$ cat config.mk
export PLATFORM = sky130hd
export DESIGN_NAME = ata_taskfile_if
export DESIGN_NICKNAME = d
export VERILOG_FILES = /design/src/rtl/ata_tf_pkg.sv /design/src/rtl/ata_tf_decode.sv /design/src/rtl/ata_tf_regfile.sv /design/src/rtl/ata_tf_irq.sv /design/src/rtl/ata_taskfile_if.sv
export SDC_FILE = /design/constraint.sdc
export NUM_CORES = 1
export LEC_CHECK = 0
export CAP_MARGIN = 20
export CORE_MARGIN = 2
export CORE_UTILIZATION = 45
export CTS_BUF_LIST = sky130_fd_sc_hd__clkbuf_8
export DETAILED_ROUTE_END_ITERATION = 8
export GPL_ROUTABILITY_DRIVEN = 0
export PLACE_DENSITY_LB_ADDON = 0.1
export REMOVE_ABC_BUFFERS = 1
export SYNTH_ARGS = -nofsm -noshare
export SYNTH_HDL_FRONTEND = slang
export SYNTH_SLANG_ARGS = --single-unit
export TNS_END_PERCENT = 30
$ cat constraint.sdc
create_clock -name clk -period 2.66 [get_ports clk]
set_clock_uncertainty 0.15 [all_clocks]
set_input_delay 0.532 -clock clk [delete_from_list [all_inputs] [get_ports clk]]
set_output_delay 0.532 -clock clk [all_outputs]
set_load 0.005 [all_outputs]
$ cat src/rtl/ata_tf_pkg.sv
package ata_tf_pkg;

    localparam int unsigned ST_BSY = 7;
    localparam int unsigned ST_DRQ = 3;

    localparam int unsigned ADR_DATA  = 0;
    localparam int unsigned ADR_FEAT  = 1;
    localparam int unsigned ADR_COUNT = 2;
    localparam int unsigned ADR_LBA0  = 3;
    localparam int unsigned ADR_LBA1  = 4;
    localparam int unsigned ADR_LBA2  = 5;
    localparam int unsigned ADR_DEV   = 6;
    localparam int unsigned ADR_CMD   = 7;
    localparam int unsigned ADR_ALT   = 8;

    localparam int unsigned TF_FEAT  = 0;
    localparam int unsigned TF_COUNT = 1;
    localparam int unsigned TF_LBA0  = 2;
    localparam int unsigned TF_LBA1  = 3;
    localparam int unsigned TF_LBA2  = 4;
    localparam int unsigned TF_DEV   = 5;
    localparam int unsigned TF_NUM   = 6;

    typedef struct packed {
        logic data;
        logic feat;
        logic count;
        logic lba0;
        logic lba1;
        logic lba2;
        logic dev;
        logic cmd;
        logic alt;
        logic unmapped;
    } sel_t;

    typedef enum logic {
        IRQ_IDLE,
        IRQ_PENDING
    } irq_state_e;

endpackage

$ cat src/rtl/ata_tf_decode.sv
module ata_tf_decode
    import ata_tf_pkg::*;
#(
    parameter int unsigned ADDR_W = 4
) (
    input  logic [ADDR_W-1:0] addr,
    output sel_t              sel
);

    always_comb begin
        sel          = '0;
        sel.data     = (addr == ADDR_W'(ADR_DATA));
        sel.feat     = (addr == ADDR_W'(ADR_FEAT));
        sel.count    = (addr == ADDR_W'(ADR_COUNT));
        sel.lba0     = (addr == ADDR_W'(ADR_LBA0));
        sel.lba1     = (addr == ADDR_W'(ADR_LBA1));
        sel.lba2     = (addr == ADDR_W'(ADR_LBA2));
        sel.dev      = (addr == ADDR_W'(ADR_DEV));
        sel.cmd      = (addr == ADDR_W'(ADR_CMD));
        sel.alt      = (addr == ADDR_W'(ADR_ALT));
        sel.unmapped = !(sel.data | sel.feat | sel.count | sel.lba0 | sel.lba1 |
                         sel.lba2 | sel.dev | sel.cmd | sel.alt);
    end

endmodule

$ cat src/rtl/ata_tf_regfile.sv
module ata_tf_regfile
    import ata_tf_pkg::*;
#(
    parameter int unsigned REG_W = 8
) (
    input  logic                          clk,
    input  logic                          rst_n,
    input  logic                          wr,
    input  sel_t                          sel,
    input  logic                          allowed,
    input  logic [REG_W-1:0]              wbyte,
    output logic [TF_NUM-1:0][REG_W-1:0]  regs
);

    logic [TF_NUM-1:0] hit;
    logic [TF_NUM-1:0] wen;

    always_comb begin
        hit           = '0;
        hit[TF_FEAT]  = sel.feat;
        hit[TF_COUNT] = sel.count;
        hit[TF_LBA0]  = sel.lba0;
        hit[TF_LBA1]  = sel.lba1;
        hit[TF_LBA2]  = sel.lba2;
        hit[TF_DEV]   = sel.dev;
        wen           = hit & {TF_NUM{wr & allowed}};
    end

    for (genvar g = 0; g < TF_NUM; g++) begin : g_reg
        always_ff @(posedge clk) begin
            if (!rst_n) begin
                regs[g] <= '0;
            end else if (wen[g]) begin
                regs[g] <= wbyte;
            end
        end
    end


    blocked_write_chk: assert property (@(posedge clk) disable iff (!rst_n)
        (wr && !allowed) |=> $stable(regs));


    accepted_write_chk: assert property (@(posedge clk) disable iff (!rst_n)
        (wr && allowed && sel.count) |=> (regs[TF_COUNT] == $past(wbyte)));

endmodule

$ cat src/rtl/ata_tf_irq.sv
module ata_tf_irq
    import ata_tf_pkg::*;
(
    input  logic clk,
    input  logic rst_n,
    input  logic raise,
    input  logic ack,
    output logic irq_o
);

    irq_state_e state_q;
    irq_state_e state_d;

    always_ff @(posedge clk) begin
        if (!rst_n) begin
            state_q <= IRQ_IDLE;
        end else begin
            state_q <= state_d;
        end
    end

    always_comb begin
        state_d = state_q;
        unique case (state_q)
            IRQ_IDLE: begin
                if (raise) state_d = IRQ_PENDING;
            end
            IRQ_PENDING: begin
                if (!raise && ack) state_d = IRQ_IDLE;
            end
            default: state_d = IRQ_IDLE;
        endcase
    end

    always_comb begin
        irq_o = (state_q == IRQ_PENDING);
    end


    raise_wins_chk: assert property (@(posedge clk) disable iff (!rst_n)
        raise |=> irq_o);


    ack_clears_chk: assert property (@(posedge clk) disable iff (!rst_n)
        (ack && !raise) |=> !irq_o);


    hold_chk: assert property (@(posedge clk) disable iff (!rst_n)
        (!ack && !raise) |=> (irq_o == $past(irq_o)));

endmodule

$ cat src/rtl/ata_taskfile_if.sv
module ata_taskfile_if
    import ata_tf_pkg::*;
#(
    parameter int unsigned ADDR_W = 4,
    parameter int unsigned DATA_W = 16,
    parameter int unsigned REG_W  = 8
) (
    input  logic              clk,
    input  logic              rst_n,
    input  logic [ADDR_W-1:0] host_addr,
    input  logic              host_wr,
    input  logic              host_rd,
    input  logic [DATA_W-1:0] host_wdata,
    output logic [DATA_W-1:0] host_rdata,
    output logic              host_rvalid,
    output logic              irq,
    input  logic [REG_W-1:0]  core_status,
    input  logic [REG_W-1:0]  core_error,
    input  logic [REG_W-1:0]  core_sense,
    input  logic              core_irq_set,
    input  logic [DATA_W-1:0] core_pio_rdata,
    output logic              core_pio_rd,
    output logic              core_pio_wr,
    output logic [DATA_W-1:0] core_pio_wdata,
    output logic [REG_W-1:0]  tf_feature,
    output logic [REG_W-1:0]  tf_count,
    output logic [REG_W-1:0]  tf_lba0,
    output logic [REG_W-1:0]  tf_lba1,
    output logic [REG_W-1:0]  tf_lba2,
    output logic [REG_W-1:0]  tf_device,
    output logic              cmd_issue,
    output logic [REG_W-1:0]  cmd_code,
    output logic              irq_clr,
    output logic              devctl_wr,
    output logic [REG_W-1:0]  devctl_data
);

    sel_t                         sel;
    logic                         allowed;
    logic                         cmd_accept;
    logic                         irq_ack;
    logic [REG_W-1:0]             wbyte;
    logic [DATA_W-1:0]            rd_mux;
    logic [TF_NUM-1:0][REG_W-1:0] regs;

    ata_tf_decode #(.ADDR_W(ADDR_W)) u_decode (
        .addr (host_addr),
        .sel  (sel)
    );

    always_comb begin
        allowed    = !core_status[ST_BSY] && !core_status[ST_DRQ];
        wbyte      = host_wdata[REG_W-1:0];
        cmd_accept = host_wr && sel.cmd && allowed;
        irq_ack    = (host_rd && sel.cmd) || cmd_accept;
    end

    ata_tf_regfile #(.REG_W(REG_W)) u_regfile (
        .clk     (clk),
        .rst_n   (rst_n),
        .wr      (host_wr),
        .sel     (sel),
        .allowed (allowed),
        .wbyte   (wbyte),
        .regs    (regs)
    );

    ata_tf_irq u_irq (
        .clk   (clk),
        .rst_n (rst_n),
        .raise (core_irq_set),
        .ack   (irq_ack),
        .irq_o (irq)
    );

    always_comb begin
        tf_feature = regs[TF_FEAT];
        tf_count   = regs[TF_COUNT];
        tf_lba0    = regs[TF_LBA0];
        tf_lba1    = regs[TF_LBA1];
        tf_lba2    = regs[TF_LBA2];
        tf_device  = regs[TF_DEV];
    end

    always_comb begin
        core_pio_rd    = host_rd && sel.data;
        core_pio_wr    = host_wr && sel.data;
        core_pio_wdata = host_wdata;
    end

    always_comb begin
        rd_mux = '0;
        if (sel.data)                 rd_mux = core_pio_rdata;
        else if (sel.feat)            rd_mux = DATA_W'(core_error);
        else if (sel.lba0)            rd_mux = DATA_W'(core_sense);
        else if (sel.count)           rd_mux = DATA_W'(regs[TF_COUNT]);
        else if (sel.lba1)            rd_mux = DATA_W'(regs[TF_LBA1]);
        else if (sel.lba2)            rd_mux = DATA_W'(regs[TF_LBA2]);
        else if (sel.dev)             rd_mux = DATA_W'(regs[TF_DEV]);
        else if (sel.cmd || sel.alt)  rd_mux = DATA_W'(core_status);
    end

    always_ff @(posedge clk) begin
        if (!rst_n) begin
            host_rdata  <= '0;
            host_rvalid <= 1'b0;
        end else begin
            host_rvalid <= host_rd;
            if (host_rd) host_rdata <= rd_mux;
        end
    end

    always_ff @(posedge clk) begin
        if (!rst_n) begin
            cmd_issue   <= 1'b0;
            cmd_code    <= '0;
            irq_clr     <= 1'b0;
            devctl_wr   <= 1'b0;
            devctl_data <= '0;
        end else begin
            cmd_issue <= cmd_accept;
            irq_clr   <= irq_ack;
            devctl_wr <= host_wr && sel.alt;
            if (cmd_accept)          cmd_code    <= wbyte;
            if (host_wr && sel.alt)  devctl_data <= wbyte;
        end
    end


    rvalid_follows_rd_chk: assert property (@(posedge clk) disable iff (!rst_n)
        host_rvalid |-> $past(host_rd));


    unmapped_zero_chk: assert property (@(posedge clk) disable iff (!rst_n)
        (host_rd && sel.unmapped) |=> (host_rdata == '0));


    issue_clears_chk: assert property (@(posedge clk) disable iff (!rst_n)
        cmd_issue |-> irq_clr);


    devctl_ungated_chk: assert property (@(posedge clk) disable iff (!rst_n)
        (host_wr && sel.alt) |=> (devctl_wr && devctl_data == $past(wbyte)));

endmodule

==> results.sh, run 1 <==
export IMPL_grt_max_degree=40
export IMPL_synth_top_area_share_pct=41.7
export IMPL_vias=4051
export IMPL_place_inst=723
export IMPL_drv_cap=0
export IMPL_syn_to_final_growth_pct=44.2
export IMPL_ff2ff_setup_slack_ps=900
export IMPL_path_buf_inv=3
export IMPL_synthTopCellsByArea="dfxtp_1 (42%), nand3_1 (7.4%), a21oi_1 (7.0%)"
export IMPL_ys_seq_area_share_pct=41.7
export IMPL_ys_warn_count=0
export IMPL_p_clk_share_pct=31.9
export IMPL_grt_pass1_vias=3863
export IMPL_clockBufferDepth=2
export IMPL_cp_endpoint="core_pio_rd"
export IMPL_drtIter0Drc=242
export IMPL_setup_viol_count_final=0
export IMPL_ir_drop_mv=0.324
export IMPL_synth_seq_cells=85
export IMPL_reg2reg_depth=5
export IMPL_pwr_share_comb_pct=15.3
export IMPL_period_share_pct=97.0
export IMPL_antenna_cells=0
export IMPL_fin_hold_ws_ps=313
export IMPL_route_detailed_drc=0
export IMPL_clkSinkCount=85
export IMPL_numPortBuffers=151
export IMPL_antenna_found_initial=0
export IMPL_worst_r2r_endpoint="host_rdata[5]"
export IMPL_cpLargestDelayFamily="buffers and inverters"
export IMPL_crit_fanout=18
export IMPL_dp_hpwl_um=9220
export IMPL_clock_latency_ps=350
export IMPL_status="complete, no violations"
export IMPL_syn_area_um2=4080
export IMPL_p_leak_uw=0.00219
export IMPL_p_per_area_nw_per_um2=417
export IMPL_dieArea_um2=9840
export IMPL_grt_use_total_pct=25.8
export IMPL_crit_cells=5
export IMPL_n_fill_cell=782
export IMPL_ctsResizeCount=1
export IMPL_start_kind="input port"
export IMPL_post_cts_buffers=0
export IMPL_io_pin_count=168
export IMPL_final_net_count=691
export IMPL_critPathKind="in2out"
export IMPL_r2r_start="u_regfile.regs[29]"
export IMPL_p_int_uw=1810
export IMPL_synth_distinct_cells=40
export IMPL_root_buffer="clkbuf_8"
export IMPL_cts_buffers=9
export IMPL_cts_clk_slew_worst_paths_ps=80
export IMPL_ant_nets=0
export IMPL_ctsHtreeMaxLevel=3
export IMPL_crit_start="host_addr[2]"
export IMPL_wire_per_inst_um=17.5
export IMPL_fin_cells=738
export IMPL_initial_core_util_pct=46.5
export IMPL_syn_area_per_cell_um2=8.24
export IMPL_finalMaxSlewViolations=0
export IMPL_crit_chain="clkdlybuf4s50_1 > buf_4 > nor2_4 > and3_1 > clkdlybuf4s50_1"
export IMPL_cp_required_ps=1980
export IMPL_drive_gt1_share_pct=9.84
export IMPL_rows=34
export IMPL_worstPathArrival_ps=1900
export IMPL_grt_pass1_wl_um=20200
export IMPL_critPathMaxStageDelay_ps=500
export IMPL_cp_common_cell="clkdlybuf4s50_1"
export IMPL_fin_crit_ps=2580
export IMPL_hold_violations=0
export IMPL_core_area_um2=8760
export IMPL_slew_headroom_pct=59.2
export IMPL_chipWidth_um=99.2
export IMPL_switching_share_pct=26.1
export IMPL_p_switching_uw=641
export IMPL_wl_um=12900
export IMPL_seq_power_share_pct=52.8
export IMPL_die_h_um=99.2
export IMPL_fmax_mhz=387
export IMPL_worstMarginPinSlew_ps=610
export IMPL_first_pass_iters=4
export IMPL_cts_tree="built"
export IMPL_viasPerCell=5.49
export IMPL_hp_class="reg2reg"
export IMPL_overflow=0
export IMPL_power_total_uw=2450
export IMPL_synth_top_area_cell="dfxtp_1"
export IMPL_grt_setup_unrepaired="false"
export IMPL_postCtsHoldBufs=0
export IMPL_crit_slowest_cell="clkdlybuf4s50_1"
export IMPL_cp_end_kind="output pin"
export IMPL_syn_inst=495
cells in the final DEF (no fill, tap or decap), types with 2 or more instances in the layout:
master	Yosys	routed
a21oi_1	57	57
a221o_1	3	3
a221oi_1	5	5
a22o_1	6	6
a22oi_1	2	2
a31oi_1	7	7
and3_1	2	2
buf_12	0	6
buf_4	16	25
clkbuf_8	0	9
clkdlybuf4s50_1	0	149
clkinv_2	0	2
dfxtp_1	85	85
inv_1	2	4
mux2_2	8	8
mux2i_1	24	24
nand2_1	51	51
nand2b_1	16	16
nand3_1	60	60
nor2_1	31	30
nor2_4	1	3
nor2b_1	19	17
nor2b_2	0	2
nor3_1	5	5
o21ai_0	17	17
o311ai_0	2	2
or3_1	5	5
or3b_1	2	2
or4bb_1	10	10
cells by family after synthesis:
| logic type | after synthesis | share of synthesized area [%] |
|---|---|---|
| AOI/OAI and AO/OA | 105 | 15.3 |
| buffers and inverters | 65 | 8.26 |
| DFF | 85 | 41.7 |
| muxes | 32 | 8.10 |
| and+or+nand+nor | 208 | 26.6 |
power groups by stage:
stage          sequential, uW  combinational (uW)  clock [uW]
3_5_place_dp             1320                 370           0
5_1_grt                  1300                 405         855
6_report                 1290                 376         782
3_3_place_gp             1320                 368           0
2_1_floorplan            1320                 114           0
4_1_cts                  1290                 373         800
worst min path at each step:
stage / startpoint / to / slack, ps / cells past startpoint
4_1_cts: u_regfile.regs[1] / u_regfile.regs[1] / 320 / 2
2_1_floorplan: u_regfile.regs[0] / u_regfile.regs[0] / 300 / 2
5_1_grt: u_regfile.regs[4] / u_regfile.regs[4] / 340 / 2
3_3_place_gp: u_regfile.regs[4] / u_regfile.regs[4] / 290 / 2
3_5_place_dp: u_regfile.regs[7] / u_regfile.regs[7] / 300 / 2
6_report: u_regfile.regs[1] / u_regfile.regs[1] / 310 / 2
cells in the mapped netlist (all sizes together):
master   number
nand3        61
mux2i        24
o311ai        2
or2           1
nor2         33
nand4         1
or3b          2
dfxtp        85
or4bb        10
a21oi        58
o2111a        1
a22oi         2
nor3          6
a32oi         1
o211ai        1
buf          32
nand2b       16
o2111ai       1
or3           5
inv           3
nand2        51
a31oi         7
and3          2
a22o          6
o21ai        17
nor2b        19
and2          1
mux2          8
a221oi        5
a221o         3
o31ai         1
clkbuf       30
worst min-delay path: stages (launching register included):
cell and delay, ps:
dfxtp_1 320, nand2_1 50, a21oi_1 50
per-stage QoR:
step	util, %	area [um^2]	TNS (ps)	setup slack, ps
after detailed placement	65.1	5710	-486	-79.1
final	67.1	5880	0	78.7
after global routing	67.1	5880	0	24.1
after floorplan	-	3750	-8360	-499
after global placement	65.1	5710	-259	-56.2
after CTS	66.9	5870	0	3.80
sequential cells by signal, indices dropped and copies added, names as in the netlist:
name and flops:
u_regfile.regs 48, host_rdata 16, cmd_code 8, devctl_data 8, cmd_issue 1, devctl_wr 1
host_rvalid 1, irq_clr 1, u_irq.irq_o 1
layer usage:
metal / global-route usage [%] / share of wire [%]
met1: 35.3 / 44
met3: 8.50 / 9.6
met4: 5.90 / 1.1
met5: 0 / 0
met2: 39.7 / 45
area by class of cell:
cell class / count / area [um^2] / share of cell area (%)
Tap cell: 108 / 135 / 2.30
Clock buffer: 9 / 124 / 2.11
Multi-Input combinational cell: 345 / 2060 / 35.0
Inverter: 3 / 11.3 / 0.192
Sequential cell: 85 / 1700 / 28.9
Timing Repair Buffer: 182 / 1820 / 30.9
Clock inverter: 6 / 33.8 / 0.575
No activity file was read; power rests on OpenSTA's default activity.
==> run 2, diff against run 1 <==
--- a/config.mk
+++ b/config.mk
@@ -11,6 +11,7 @@
 export CTS_BUF_LIST = sky130_fd_sc_hd__clkbuf_8
 export DETAILED_ROUTE_END_ITERATION = 8
 export GPL_ROUTABILITY_DRIVEN = 0
+export GPL_TIMING_DRIVEN = 0
 export PLACE_DENSITY_LB_ADDON = 0.1
 export REMOVE_ABC_BUFFERS = 1
 export SYNTH_ARGS = -nofsm -noshare
==> run 2 against run 1 <==
Net effect: worst setup slack got worse by 17 ps; die area unchanged; sequential cell count unchanged; clock-buffer cell count unchanged; via count decreased by 0.32%; power increased by 4.2%; register-to-register slack got worse by 30 ps; global-route usage about the same; largest power group unchanged.
==> results.sh, run 2 (synthesized netlist as in run 1, its figures left out) <==
export IMPL_ctsHtreeMaxLevel=3
export IMPL_first_pass_iters=5
export IMPL_antenna_cells=0
export IMPL_grt_pass1_wl_um=20200
export IMPL_clockBufferDepth=2
export IMPL_antenna_found_initial=0
export IMPL_grt_pass1_vias=3871
export IMPL_grt_setup_unrepaired="true"
export IMPL_path_buf_inv=2
export IMPL_cts_tree="built"
export IMPL_reg_top3="u_regfile.regs: 48 flops, host_rdata: 16 flops"
export IMPL_slew_headroom_pct=50.1
export IMPL_worstMarginPinSlew_ps=747
export IMPL_rows=34
export IMPL_period_share_pct=97.7
export IMPL_finalMaxSlewViolations=0
export IMPL_final_core_util_pct=65.0
export IMPL_drtIter0Drc=205
export IMPL_met2_length_um=5790
export IMPL_clkSinkCount=85
export IMPL_dieArea_um2=9840
export IMPL_grt_use_total_pct=25.8
export IMPL_drv_cap=0
export IMPL_top_layer="met4"
export IMPL_status="complete, no violations"
export IMPL_largest_register_ffs=48
export IMPL_overflow=0
export IMPL_vias=4038
export IMPL_syn_to_final_growth_pct=39.8
export IMPL_setup_viol_count_final=0
export IMPL_ant_nets=0
export IMPL_critPathMaxStageDelay_ps=770
export IMPL_fmax_mhz=385
export IMPL_place_inst=697
export IMPL_power_total_uw=2560
export IMPL_crit_chain="clkdlybuf4s50_1 > clkdlybuf4s50_1"
export IMPL_wl_um=12700
export IMPL_crit_fanout=9
export IMPL_clock_latency_ps=360
export IMPL_p_leak_uw=0.00207
export IMPL_hold_violations=0
export IMPL_wl_met3_um=1330
export IMPL_dp_hpwl_um=8550
export IMPL_final_area_um2=5700
export IMPL_fin_crit_ps=2600
export IMPL_core_area_um2=8760
export IMPL_chipWidth_um=99.2
export IMPL_cpLargestDelayFamily="buffers and inverters"
export IMPL_cp_common_cell="clkdlybuf4s50_1"
export IMPL_initial_core_util_pct=46.5
export IMPL_fin_cells=715
export IMPL_cp_required_ps=1980
export IMPL_top_register="u_regfile.regs"
export IMPL_start_kind="input port"
export IMPL_final_cell_mix="clkdlybuf4s50_1 (146), dfxtp_1 (85), nand3_1 (59)"
export IMPL_cts_clk_slew_worst_paths_ps=90
export IMPL_numPortBuffers=151
export IMPL_ir_drop_mv=0.242
export IMPL_wire_per_inst_um=17.8
export IMPL_grt_max_degree=57
export IMPL_drive_gt1_share_pct=7.08
export IMPL_cts_buffers=9
export IMPL_root_buffer="clkbuf_8"
export IMPL_crit_slowest_cell="clkdlybuf4s50_1"
export IMPL_place_area_um2=5470
export IMPL_layout_commonest_cell="clkdlybuf4s50_1"
export IMPL_io_pin_count=168
export IMPL_route_detailed_drc=0
export IMPL_cp_end_kind="output pin"
export IMPL_worstPathArrival_ps=1920
export IMPL_hp_class="reg2reg"
export IMPL_final_net_count=667
export IMPL_n_fill_cell=773
export IMPL_critPathKind="in2out"
export IMPL_die_h_um=99.2
export IMPL_wl_met1_um=5460
export IMPL_p_per_area_nw_per_um2=449
export IMPL_viasPerCell=5.65
run 2: changes by cell type in the layout (fill, tap and decap cells not counted), moves of 2 or more:
cell	delta
clkdlybuf4s50_1	-3
dlygate4sd2_1	+2
buf_4	-21
buf_8	+2
buf_12	-5
nor2b_4	+2
run 2: final timing paths:
| path | start | to | slack [ps] | cells past startpoint |
|---|---|---|---|---|
| worst max register to register | u_regfile.regs[29] | host_rdata[5] | 870 | 5 |
| worst min-delay path | u_regfile.regs[1] | u_regfile.regs[1] | 310 | 2 |
| worst min register to register | u_regfile.regs[1] | u_regfile.regs[1] | 310 | 2 |
| worst max-delay path | host_wdata[6] | core_pio_wdata[6] | 60 | 2 |
run 2: final cells by class:
class / count / area (um^2) / area share (%)
inverters: 3 / 11.3 / 0.198
well taps: 108 / 135 / 2.37
repair buffers: 158 / 1590 / 27.8
multi-input cells: 345 / 2070 / 36.4
flip-flops and latches: 85 / 1700 / 29.9
clock buffers: 9 / 124 / 2.17
clock inverters: 7 / 66.3 / 1.16
run 2: timing repair:
| action | CTS | global route |
|---|---|---|
| hold buffers | 0 | 0 |
| resized for setup | 18 | 0 |
| endpoints found under the setup margin | 68 | 9 |
| pin swaps | 2 | 0 |
| setup buffers | 2 | 0 |
run 2: where the power goes:
| part | leakage (uW) | internal, uW | total, uW | switching, uW |
|---|---|---|---|---|
| logic | 0.00129 | 173 | 348 | 175 |
| registers | 0.000687 | 1290 | 1290 | 7.62 |
| clock network | 0.0000982 | 429 | 914 | 484 |
run 2: tightest hold or removal path, stage by stage, from the launching register on:
cell and delay [ps]:
dfxtp_1 320, nand2_1 50, a21oi_1 50
run 2: through the flow:
step	worst slack [ps]	setup TNS, ps	hold slack, ps
3_5_place_dp	-1470	-70510	304
3_3_place_gp	-2370	-155260	295
4_1_cts	52.5	0	316
6_report	61.9	0	315
5_1_grt	-43.9	-163	349
2_1_floorplan	-499	-8360	303
run 2: per-layer routing:
| metal | vias to the layer above | global-route usage (%) |
|---|---|---|
| met4 | 0 | 6.95 |
| met5 | - | 0 |
| met3 | 16 | 8.57 |
| met2 | 204 | 39.9 |
| met1 | 1895 | 34.7 |
| li1 | 1923 | - |
